**config.mk**
```make
export PLATFORM = sky130hd
export DESIGN_NAME = dsadc_seq
export DESIGN_NICKNAME = d
export VERILOG_FILES = /design/src/rtl/dsadc_pkg.sv /design/src/rtl/dsadc_sync.sv /design/src/rtl/dsadc_spi_shift.sv /design/src/rtl/dsadc_seq.sv
export SDC_FILE = /design/constraint.sdc
export NUM_CORES = 1
export LEC_CHECK = 0
export BUFFER_PORTS_ARGS = -buffer_cell sky130_fd_sc_hd__clkbuf_2
export CAP_MARGIN = 10
export CORE_MARGIN = 2
export CORE_UTILIZATION = 46
export CTS_CLUSTER_DIAMETER = 40
export DETAILED_ROUTE_END_ITERATION = 10
export HOLD_SLACK_MARGIN = 0.05
export MAX_ROUTING_LAYER = met4
export PLACE_DENSITY_LB_ADDON = 0.15
export SLEW_MARGIN = 20
export SYNTH_ARGS = -nofsm -noshare
export SYNTH_HDL_FRONTEND = slang
export SYNTH_SLANG_ARGS = --single-unit
```
**constraint.sdc**
```tcl
create_clock -name clk_i -period 2.3 [get_ports clk_i]
set_clock_uncertainty 0.15 [all_clocks]
set_input_delay 0.345 -clock clk_i [delete_from_list [all_inputs] [get_ports clk_i]]
set_output_delay 0.345 -clock clk_i [all_outputs]
set_load 0.02 [all_outputs]
```
**src/rtl/dsadc_pkg.sv**
```systemverilog
package dsadc_pkg;
  localparam int WORD_W   = 16;
  localparam int CODE_W   = 3;
  localparam int RES_W    = 12;
  localparam int RATE_TOP = 6;
  localparam int GAIN_TOP = 5;
  localparam int GAIN_DEF = 2;
  localparam int RATE_DEF = 4;
  localparam logic [WORD_W-1:0] STOP_WORD = 16'h010A;

  typedef enum logic [3:0] {
    ST_IDLE, ST_SS_WR, ST_SS_GAP, ST_SS_RD, ST_DONE,
    ST_C_CFG, ST_C_ZERO, ST_C_WAIT, ST_C_RD,
    ST_P_GAP, ST_P_CFG, ST_P_ZERO
  } seq_state_e;

  function automatic int rate_hz(int code);
    case (code)
      0: return 128;
      1: return 250;
      2: return 490;
      3: return 920;
      4: return 1600;
      5: return 2400;
      default: return 3300;
    endcase
  endfunction

  // worst-case conversion time in clock cycles (nominal rate less 10%)
  function automatic int conv_wait(longint clk_hz, int code);
    longint hz, us;
    hz = longint'(rate_hz(code));
    hz = hz - (hz + 9) / 10;
    us = (64'd1_000_000 + hz - 1) / hz;
    return int'((us * clk_hz + 64'd999_999) / 64'd1_000_000);
  endfunction

  function automatic logic [WORD_W-1:0] build_cfg(logic single, logic [CODE_W-1:0] mux,
                                                  logic [CODE_W-1:0] gain,
                                                  logic [CODE_W-1:0] rate, logic temp);
    logic [CODE_W-1:0] g, r;
    g = (gain > CODE_W'(GAIN_TOP)) ? CODE_W'(GAIN_DEF) : gain;
    r = single ? CODE_W'(RATE_TOP) : ((rate > CODE_W'(RATE_TOP)) ? CODE_W'(RATE_DEF) : rate);
    return {single, mux, g, single, r, temp, 4'b1010};
  endfunction
endpackage

```
**src/rtl/dsadc_sync.sv**
```systemverilog
module dsadc_sync (
  input  logic clk_i,
  input  logic rst_ni,
  input  logic d_i,
  output logic q_o
);
  logic [1:0] s_q;

  always_ff @(posedge clk_i or negedge rst_ni) begin
    if (!rst_ni) s_q <= 2'b11;
    else         s_q <= {s_q[0], d_i};
  end

  assign q_o = s_q[1];
endmodule

```
**src/rtl/dsadc_spi_shift.sv**
```systemverilog
module dsadc_spi_shift #(
  parameter int DIV = 4,
  parameter int W   = 16
) (
  input  logic         clk_i,
  input  logic         rst_ni,
  input  logic         start_i,
  input  logic [W-1:0] tx_i,
  input  logic         miso_i,
  output logic         sclk_o,
  output logic         mosi_o,
  output logic [W-1:0] rx_o,
  output logic         done_o
);
  localparam int HP_W  = $clog2(2 * W + 1);
  localparam int DIV_W = (DIV > 1) ? $clog2(DIV) : 1;

  logic [W-1:0]     sh_q, rx_q;
  logic [HP_W-1:0]  hp_q;
  logic [DIV_W-1:0] div_q;
  logic             active_q, sclk_q, done_q;

  always_ff @(posedge clk_i or negedge rst_ni) begin
    if (!rst_ni) begin
      sh_q <= '0; rx_q <= '0; hp_q <= '0; div_q <= '0;
      active_q <= 1'b0; sclk_q <= 1'b0; done_q <= 1'b0;
    end else begin
      done_q <= 1'b0;
      if (start_i) begin
        active_q <= 1'b1;
        sh_q     <= tx_i;
        hp_q     <= '0;
        div_q    <= '0;
        sclk_q   <= 1'b0;
      end else if (active_q) begin
        if (div_q == DIV_W'(DIV - 1)) begin
          div_q <= '0;
          if (hp_q == HP_W'(2 * W)) begin
            active_q <= 1'b0;
            done_q   <= 1'b1;
          end else begin
            if (!hp_q[0]) begin
              sclk_q <= 1'b1;
              if (hp_q != '0) sh_q <= {sh_q[W-2:0], 1'b0};
            end else begin
              sclk_q <= 1'b0;
              rx_q   <= {rx_q[W-2:0], miso_i};
            end
            hp_q <= hp_q + 1'b1;
          end
        end else begin
          div_q <= div_q + 1'b1;
        end
      end
    end
  end

  assign sclk_o = sclk_q;
  assign mosi_o = active_q & sh_q[W-1];
  assign rx_o   = rx_q;
  assign done_o = done_q;

  a_r5_sclk_idle_low: assert property (@(posedge clk_i) disable iff (!rst_ni)
    !active_q |-> !sclk_q);
  a_r5_done_ends_shift: assert property (@(posedge clk_i) disable iff (!rst_ni)
    done_q |-> !active_q);
endmodule

```
**src/rtl/dsadc_seq.sv**
```systemverilog
module dsadc_seq #(
  parameter longint CLK_HZ = 50_000_000,
  parameter int     DIV    = 4
) (
  input  logic        clk_i,
  input  logic        rst_ni,
  input  logic        req_i,
  input  logic        cont_i,
  input  logic [2:0]  mux_i,
  input  logic [2:0]  gain_i,
  input  logic [2:0]  rate_i,
  input  logic        temp_i,
  input  logic        stop_i,
  output logic        sclk_o,
  output logic        cs_no,
  output logic        mosi_o,
  input  logic        miso_i,
  output logic        busy_o,
  output logic [15:0] sample_o,
  output logic        valid_o
);
  import dsadc_pkg::*;

  localparam int SS_WAIT = conv_wait(CLK_HZ, RATE_TOP);
  localparam int CNT_W   = $clog2(SS_WAIT + DIV + 2);
  localparam int SHIFT   = WORD_W - RES_W;

  seq_state_e         state_q;
  logic [WORD_W-1:0]  cfg_q, tx_q, rx_w, sample_q;
  logic [CNT_W-1:0]   cnt_q;
  logic               go_q, armed_q, stop_q, valid_q, done_w, rdy_w;

  dsadc_spi_shift #(.DIV(DIV), .W(WORD_W)) i_shift (
    .clk_i, .rst_ni, .start_i(go_q), .tx_i(tx_q), .miso_i,
    .sclk_o, .mosi_o, .rx_o(rx_w), .done_o(done_w)
  );

  dsadc_sync i_sync (.clk_i, .rst_ni, .d_i(miso_i), .q_o(rdy_w));

  always_ff @(posedge clk_i or negedge rst_ni) begin
    if (!rst_ni) begin
      state_q <= ST_IDLE; cfg_q <= '0; tx_q <= '0; cnt_q <= '0; sample_q <= '0;
      go_q <= 1'b0; armed_q <= 1'b0; stop_q <= 1'b0; valid_q <= 1'b0;
    end else begin
      go_q    <= 1'b0;
      valid_q <= 1'b0;
      if (stop_i && state_q inside {ST_C_CFG, ST_C_ZERO, ST_C_WAIT, ST_C_RD}) stop_q <= 1'b1;
      unique case (state_q)
        ST_IDLE: begin
          stop_q <= 1'b0;
          if (req_i) begin
            cfg_q   <= build_cfg(!cont_i, mux_i, gain_i, rate_i, temp_i);
            tx_q    <= build_cfg(!cont_i, mux_i, gain_i, rate_i, temp_i);
            go_q    <= 1'b1;
            state_q <= cont_i ? ST_C_CFG : ST_SS_WR;
          end
        end
        ST_SS_WR: if (done_w) begin cnt_q <= '0; state_q <= ST_SS_GAP; end
        ST_SS_GAP: begin
          cnt_q <= cnt_q + 1'b1;
          if (cnt_q == CNT_W'(SS_WAIT - 1)) begin
            tx_q <= '0; go_q <= 1'b1; state_q <= ST_SS_RD;
          end
        end
        ST_SS_RD: if (done_w) begin
          sample_q <= WORD_W'($signed(rx_w) >>> SHIFT);
          valid_q  <= 1'b1;
          state_q  <= ST_DONE;
        end
        ST_DONE: state_q <= ST_IDLE;
        ST_C_CFG: if (done_w) begin tx_q <= '0; go_q <= 1'b1; state_q <= ST_C_ZERO; end
        ST_C_ZERO: if (done_w) begin armed_q <= 1'b0; state_q <= ST_C_WAIT; end
        ST_C_WAIT: begin
          if (stop_q) begin
            cnt_q <= '0; state_q <= ST_P_GAP;
          end else if (armed_q && !rdy_w) begin
            tx_q <= '0; go_q <= 1'b1; state_q <= ST_C_RD;
          end else if (rdy_w) begin
            armed_q <= 1'b1;
          end
        end
        ST_C_RD: if (done_w) begin
          sample_q <= WORD_W'($signed(rx_w) >>> SHIFT);
          valid_q  <= 1'b1;
          armed_q  <= 1'b0;
          state_q  <= ST_C_WAIT;
        end
        ST_P_GAP: begin
          cnt_q <= cnt_q + 1'b1;
          if (cnt_q == CNT_W'(DIV - 1)) begin
            tx_q <= STOP_WORD; go_q <= 1'b1; state_q <= ST_P_CFG;
          end
        end
        ST_P_CFG: if (done_w) begin tx_q <= '0; go_q <= 1'b1; state_q <= ST_P_ZERO; end
        ST_P_ZERO: if (done_w) state_q <= ST_IDLE;
        default: state_q <= ST_IDLE;
      endcase
    end
  end

  assign cs_no    = state_q inside {ST_IDLE, ST_SS_GAP, ST_DONE, ST_P_GAP};
  assign busy_o   = (state_q != ST_IDLE);
  assign sample_o = sample_q;
  assign valid_o  = valid_q;

  a_r5_sclk_needs_cs: assert property (@(posedge clk_i) disable iff (!rst_ni)
    sclk_o |-> !cs_no);
  a_r4_valid_one_cycle: assert property (@(posedge clk_i) disable iff (!rst_ni)
    valid_o |=> !valid_o);
  a_r4_sign_extended: assert property (@(posedge clk_i) disable iff (!rst_ni)
    valid_o |-> ($countones(sample_o[15:11]) == 0 || $countones(sample_o[15:11]) == 5));
  a_r6_busy_with_valid: assert property (@(posedge clk_i) disable iff (!rst_ni)
    valid_o |-> busy_o);
  a_r6_busy_req_ignored: assert property (@(posedge clk_i) disable iff (!rst_ni)
    (busy_o && req_i) |=> $stable(cfg_q));
  a_r8_no_read_unarmed: assert property (@(posedge clk_i) disable iff (!rst_ni)
    (state_q == ST_C_WAIT && !armed_q && !stop_q) |=> state_q != ST_C_RD);
endmodule

```
* After elaboration in Yosys (flattened, before gate mapping)
Index checks and enable logic that the tools add are counted.
Word-level totals: flip-flop bits (word level) 96, input bits 16, output and inout bits 21, word-level logic and storage cells 152
Operators by class: $add $sub $neg 3, $lt $le $gt $ge 2, equal/unequal tests 33, multiplexer cells 67, bitwise gates (word level) 3, reduce and logical (&&, ||, !) cells 28
Operator list (count):
- $mux 16 | 12
- $pmux 16 s5 | 1
- $pmux 15 s3 | 1
- $mux 4 | 11
- $pmux 4 s10 | 1
- $mux 15 | 2
- $mux 1 | 26
- $mux 6 | 4
- $ne 2x1->1 const B | 9
- $eq 4x3->1 const B | 4
- $eq 4x4->1 const B | 4
- $ne 2x2->1 const B | 8
- $add 15x1->15 const B | 1
- $eq 15x15->1 const B | 1
- $eq 15x2->1 const B | 1
- $reduce_and 5->1 | 3
- $mux 3 | 4
- $reduce_bool 4->1 | 3
- $reduce_and 10->1 | 1
- $reduce_bool 2->1 | 5
- $eq 4x2->1 const B | 2
- $reduce_or 2->1 | 4
- $reduce_and 7->1 | 1
- $add 6x1->6 const B | 1
- 19 further kinds | 26

* Logic depth before layout (Yosys ltp)
depth after elaboration 7, mapped depth 9, mapped depth without buffers 7

* By module
From an unflattened synthesis, not the netlist that was laid out.
Second synthesis, totals: cells, all modules 432, area, all modules 4664.5 um^2
By module, submodules not included:
- dsadc_seq | instances 1, cells each 275, area each 2666.3 um^2, sequential area each 1201.2 um^2
- dsadc_spi_shift | instances 1, cells each 155, area each 1945.6 um^2, sequential area each 1051.0 um^2
- dsadc_sync | instances 1, cells each 2, area each 52.6 um^2, sequential area each 52.6 um^2

* Worst setup path before layout
No wires, ideal clock.
path type flip-flop to flip-flop, from register i_shift.hp_q[0], to register i_shift.rx_q[10] (netlist: i_shift.rx_o[10]), library setup time 125 ps, data arrival time 2290 ps, data required time 2025 ps, slack -265 ps, stages on the path, launching flop included 7, path buffers 1, period minus slack after synthesis 2565 ps, path through dfrtp_1 inv_1 ha_1 nor4b_1 a2111oi_2 buf_4 mux2_2
Between the ends: longest elaborated chain between the ends 3
Ends and longest elaborated chain:
- start, declared | RTL line dsadc_spi_shift.sv:19 | logic [HP_W-1:0] hp_q;
- start signal, assigned | RTL line dsadc_spi_shift.sv:49 | hp_q <= hp_q + 1'b1;
- $eq 6x6->1 | RTL line dsadc_spi_shift.sv:38 | if (hp_q == HP_W'(2 * W)) begin
- $not 1->1 (no line)
- $reduce_and 5->1 (no line) *
- end signal, assigned | RTL line dsadc_spi_shift.sv:47 | rx_q <= {rx_q[W-2:0], miso_i};
- end, declared | RTL line dsadc_spi_shift.sv:18 | logic [W-1:0] sh_q, rx_q;
Every way passes the cells marked *; elsewhere a longest branch is shown, timed or not. A chain may end at the register's enable or synchronous reset.

* Worst setup path in the final report
from register cnt_q[1], to register tx_q[11]
Between the ends: longest elaborated chain between the ends 3, elaborated cells on any way between the ends 5, classes of those cells 4 x eq/ne; 1 x reduce/logical
Ends and longest elaborated chain:
- start, declared | RTL line dsadc_seq.sv:30 | logic [CNT_W-1:0] cnt_q;
- start signal, assigned | RTL line dsadc_seq.sv:60 | cnt_q <= cnt_q + 1'b1;
- start signal, assigned | RTL line dsadc_seq.sv:89 | cnt_q <= cnt_q + 1'b1;
- $eq 15x2->1 or $eq 15x15->1 (tied branches) | RTL line dsadc_seq.sv:90, dsadc_seq.sv:61
- $ne 2x2->1 (no line)
- $reduce_and 7->1 (no line) *
- end signal, assigned | RTL line dsadc_seq.sv:53 | tx_q <= build_cfg(!cont_i, mux_i, gain_i, rate_i, temp_i);
- end, declared | RTL line dsadc_seq.sv:29 | logic [WORD_W-1:0] cfg_q, tx_q, rx_w, sample_q;
Marks and branches as above.

==> metrics.log <==
INFO  metric timing.critical_path.to_type = flop
INFO  metric path_max_fanout = 5
INFO  metric worst-endpoint-arrival = roughly 2.3 ns
INFO  metric dieArea = 10,600 um2
INFO  metric synth_top_flop_cell = dfrtp_1
INFO  metric layout-area-overhead-vs-synth = 25.9%
INFO  metric pwr_density_cell = around 1200 nW/um2
INFO  metric hold_path.class = in -> reg
INFO  metric synth-edff-count = 0
INFO  metric synth-seq-cells = about 90
INFO  metric peakVddDrop = between 0.6 and 0.7 mV
INFO  metric tritoncts = yes
INFO  metric report.final.setup_viol = 0
INFO  metric async_flop_share = between 90% and 100%
INFO  metric drt_pass1_iterations = 4
INFO  metric grt.overflow.total = 0
INFO  metric synthDominantAreaCellType = dfrtp_1
INFO  metric grt_pass1_vias = 3,271
INFO  metric synthTopCellsByArea = dfrtp_1, mux2_2, mux2i_1
INFO  metric numCtsBuffers = 9
INFO  metric dieWidth = 103 um
INFO  metric yosys.cell_types.count = 60
INFO  metric antenna-diode-count = 0
INFO  metric achievable-frequency = around 450 MHz
INFO  metric post-route-drc-count = 0
INFO  metric drive_gt1_share = 36.3%
INFO  metric clock_tree_sinks = 91
INFO  metric placement_rows = 36
INFO  metric synth_seq_area_share = between 50 and 60%
INFO  metric totalPowerFinal = ~6.6 mW
INFO  metric ctsHtreeMaxLevel = 3
INFO  metric post-route-cell-area = 5680 um2
INFO  metric hpwl = slightly below 7 mm
INFO  metric seq_area = 2280 um2
INFO  metric design.core.area = ~9600 um2
INFO  metric grt_max_degree = 44
INFO  metric max_cap_viol_count = 0
INFO  metric startpoint_type = flop
INFO  metric number_of_fillers_in_the_final_layout = 834
INFO  metric post_synth_instance_area = between 4000 and 5000 um2
INFO  metric ctsRootBufferMaster = clkbuf_8
INFO  metric detailed_place.area = ~5200 um2
INFO  metric drt_wl_total = ~9.7 mm
INFO  metric detailedRoute.firstIterationViolations = about 120
INFO  metric post_synth_inst_count = 421
INFO  metric layout.nets = between 500 and 600
INFO  metric clockBufferDepth = 2
INFO  metric final.min_clock_period = about 2.2 ns
INFO  metric path_clk_slew = 0.09 ns
INFO  metric multi_input_comb_area = roughly 2200 um2
INFO  metric buffer_ports.inserted = 36
INFO  metric number_of_primary_i_o_pins = 37
INFO  metric detail-route-antenna-nets = 0
INFO  metric crit_path_required_time = 2.41 ns
INFO  metric drv_slew = 0
INFO  metric initial_antenna_violation_count = 0
INFO  metric worst_skew_pair.late_latency = between 0.3 and 0.4 ns
INFO  metric synthDominantCellAreaShare = between 40% and 50%
INFO  metric starting_density = about 47%
INFO  metric detailed_route_wire_length_per_cell = about 15 um
INFO  metric route.vias.total = roughly 3,400
INFO  metric run_status = completed
INFO  metric finalCritPeriodShare = a little over nine tenths
INFO  metric hold_viol_final = 0
INFO  metric avgViaCountPerCell = between 5 and 6
INFO  metric reg2reg_setup_slack = 0.07 ns
INFO  metric leak_pwr = roughly 2.7 nW
INFO  metric synth.yosys.warnings = 0
INFO  metric gp_congestion = 0.847
INFO  metric fp.dieH = 103 um
INFO  metric synth.avg_cell_area = about 11 um2
INFO  metric grt_use_total = between 15 and 20%
INFO  metric grt_pass1_wl = around 16 mm
INFO  metric synth.net_count = 442
INFO  metric critical_path_class = reg -> reg
INFO  metric timing.slew.headroom = ~59%
INFO  metric tightestPinTransition = between 0.6 and 0.7 ns
==> timing repair <==
item                                    CTS  global route
hold endpoints to repair                 28             0
gates cloned                              0             1
pin swaps                                 0             8
hold buffers                              4             0
resized for setup                         7            25
endpoints found under the setup margin   26            38
buffers inserted                          1             4
==> routing by layer <==
metal | routed length (um) | GRT usage [%] | vias to the layer above
li1 | - | - | 1692
met1 | 4640 | 26.6 | 1669
met2 | 4650 | 29.7 | 48
met3 | 279 | 5.08 | 12
met4 | 110 | 5.26 | 0
met5 | 0 | - | -
==> worst max-delay path, stage by stage, from the launching register on <==
cell and delay, ns:
dfrtp_1 0.39, ha_2 0.19, nor4b_4 0.22, or4b_4 0.51, a21oi_4 0.22, nor3_2 0.12, mux2_4 0.33
==> flip-flops by register name, indices dropped and copies added, names as in the netlist, 2 cells and up <==
name           flops
i_shift.rx_o      16
i_shift.sh_q      15
sample_o          12
i_shift.div_q      2
i_shift.hp_q       6
i_sync.s_q         2
cnt_q             15
state_q            4
tx_q              13
==> area by class of cell <==
cell class / count / share of cell area, %
clock buffers: 11 / 2.31
clock inverters: 5 / 1.89
inverters: 14 / 0.925
multi-input cells: 289 / 38.4
flip-flops and latches: 91 / 40.2
well taps: 133 / 2.93
repair buffers: 103 / 13.3
==> cell families (layout without fill, tap and decap cells) <==
group | count (synthesis) | after routing | synth area share, %
and+or+nand+nor | 129 | 130 | 15.4
AOI/OAI and AO/OA | 93 | 93 | 13.5
DFF | 91 | 91 | 50.5
muxes | 55 | 55 | 13.5
buffers and inverters | 42 | 133 | 4.46
xor gates and xnor gates | 6 | 6 | 1.16
adders and majority gates | 5 | 5 | 1.39
==> where the power goes <==
group / leakage, nW / switching [mW] / total (mW) / internal, mW
Clock: 0.119 / 0.571 / 1.30 / 0.731
Sequential: 1.19 / 0.315 / 2.32 / 2.01
Combinational: 1.38 / 1.49 / 2.98 / 1.49
==> cells in the final DEF, fill, tap and decap left out, types with 7 or more instances in the layout <==
cell	instances
buf_4	56
nand2_1	40
nand3_1	9
and3_1	7
inv_1	13
mux2_2	32
dfrtp_1	85
a21oi_1	16
o21ai_0	37
mux2i_1	19
clkbuf_2	34
nor2_1	25
clkbuf_8	9
==> worst paths after layout <==
| path | start | to | cells past startpoint |
|---|---|---|---|
| min in group asynchronous | rst_ni | i_shift.sh_q[2]$_DFFE_PN0P_ | 2 |
| max | cnt_q[1]$_DFFE_PN0P_ | tx_q[11]$_DFFE_PN0P_ | 6 |
| max in group asynchronous | rst_ni | state_q[2]$_DFFE_PN0P_ | 3 |
| min | mux_i[0] | tx_q[12]$_DFFE_PN0P_ | 3 |
| max reg2reg | cnt_q[1]$_DFFE_PN0P_ | tx_q[11]$_DFFE_PN0P_ | 6 |
| min reg2reg | i_sync.s_q[0]$_DFF_PN1_ | i_sync.s_q[1]$_DFF_PN1_ | 0 |
==> metrics by stage <==
step	utilization [%]	TNS [ns]	hold slack (ns)	worst slack, ns	instances
finish	58.9	0	0.0678	0.0675	646
detailed placement	54.0	-2.82	0.139	-0.209	620
global placement	54.0	-1.06	0.137	-0.109	620
floorplan	-	0	-0.101	0.0106	421
CTS	57.3	0	0.0612	0.0179	641
global route	58.9	-0.0783	0.0564	-0.0242	646
==> cell usage after synthesis, types with 5 or more instances <==
cell type  instances
a21oi_1           18
a41oi_1            6
and3_1             7
buf_2              8
buf_4              5
clkbuf_1          13
dfrtp_1           89
ha_1               5
inv_1             14
mux2_2            32
mux2i_1           19
nand2_1           41
nand2b_1           5
nand3_1            9
nor2_1            25
nor3b_1            5
o21ai_0           37
xor2_1             5
(Power assumes the default switching activity.)
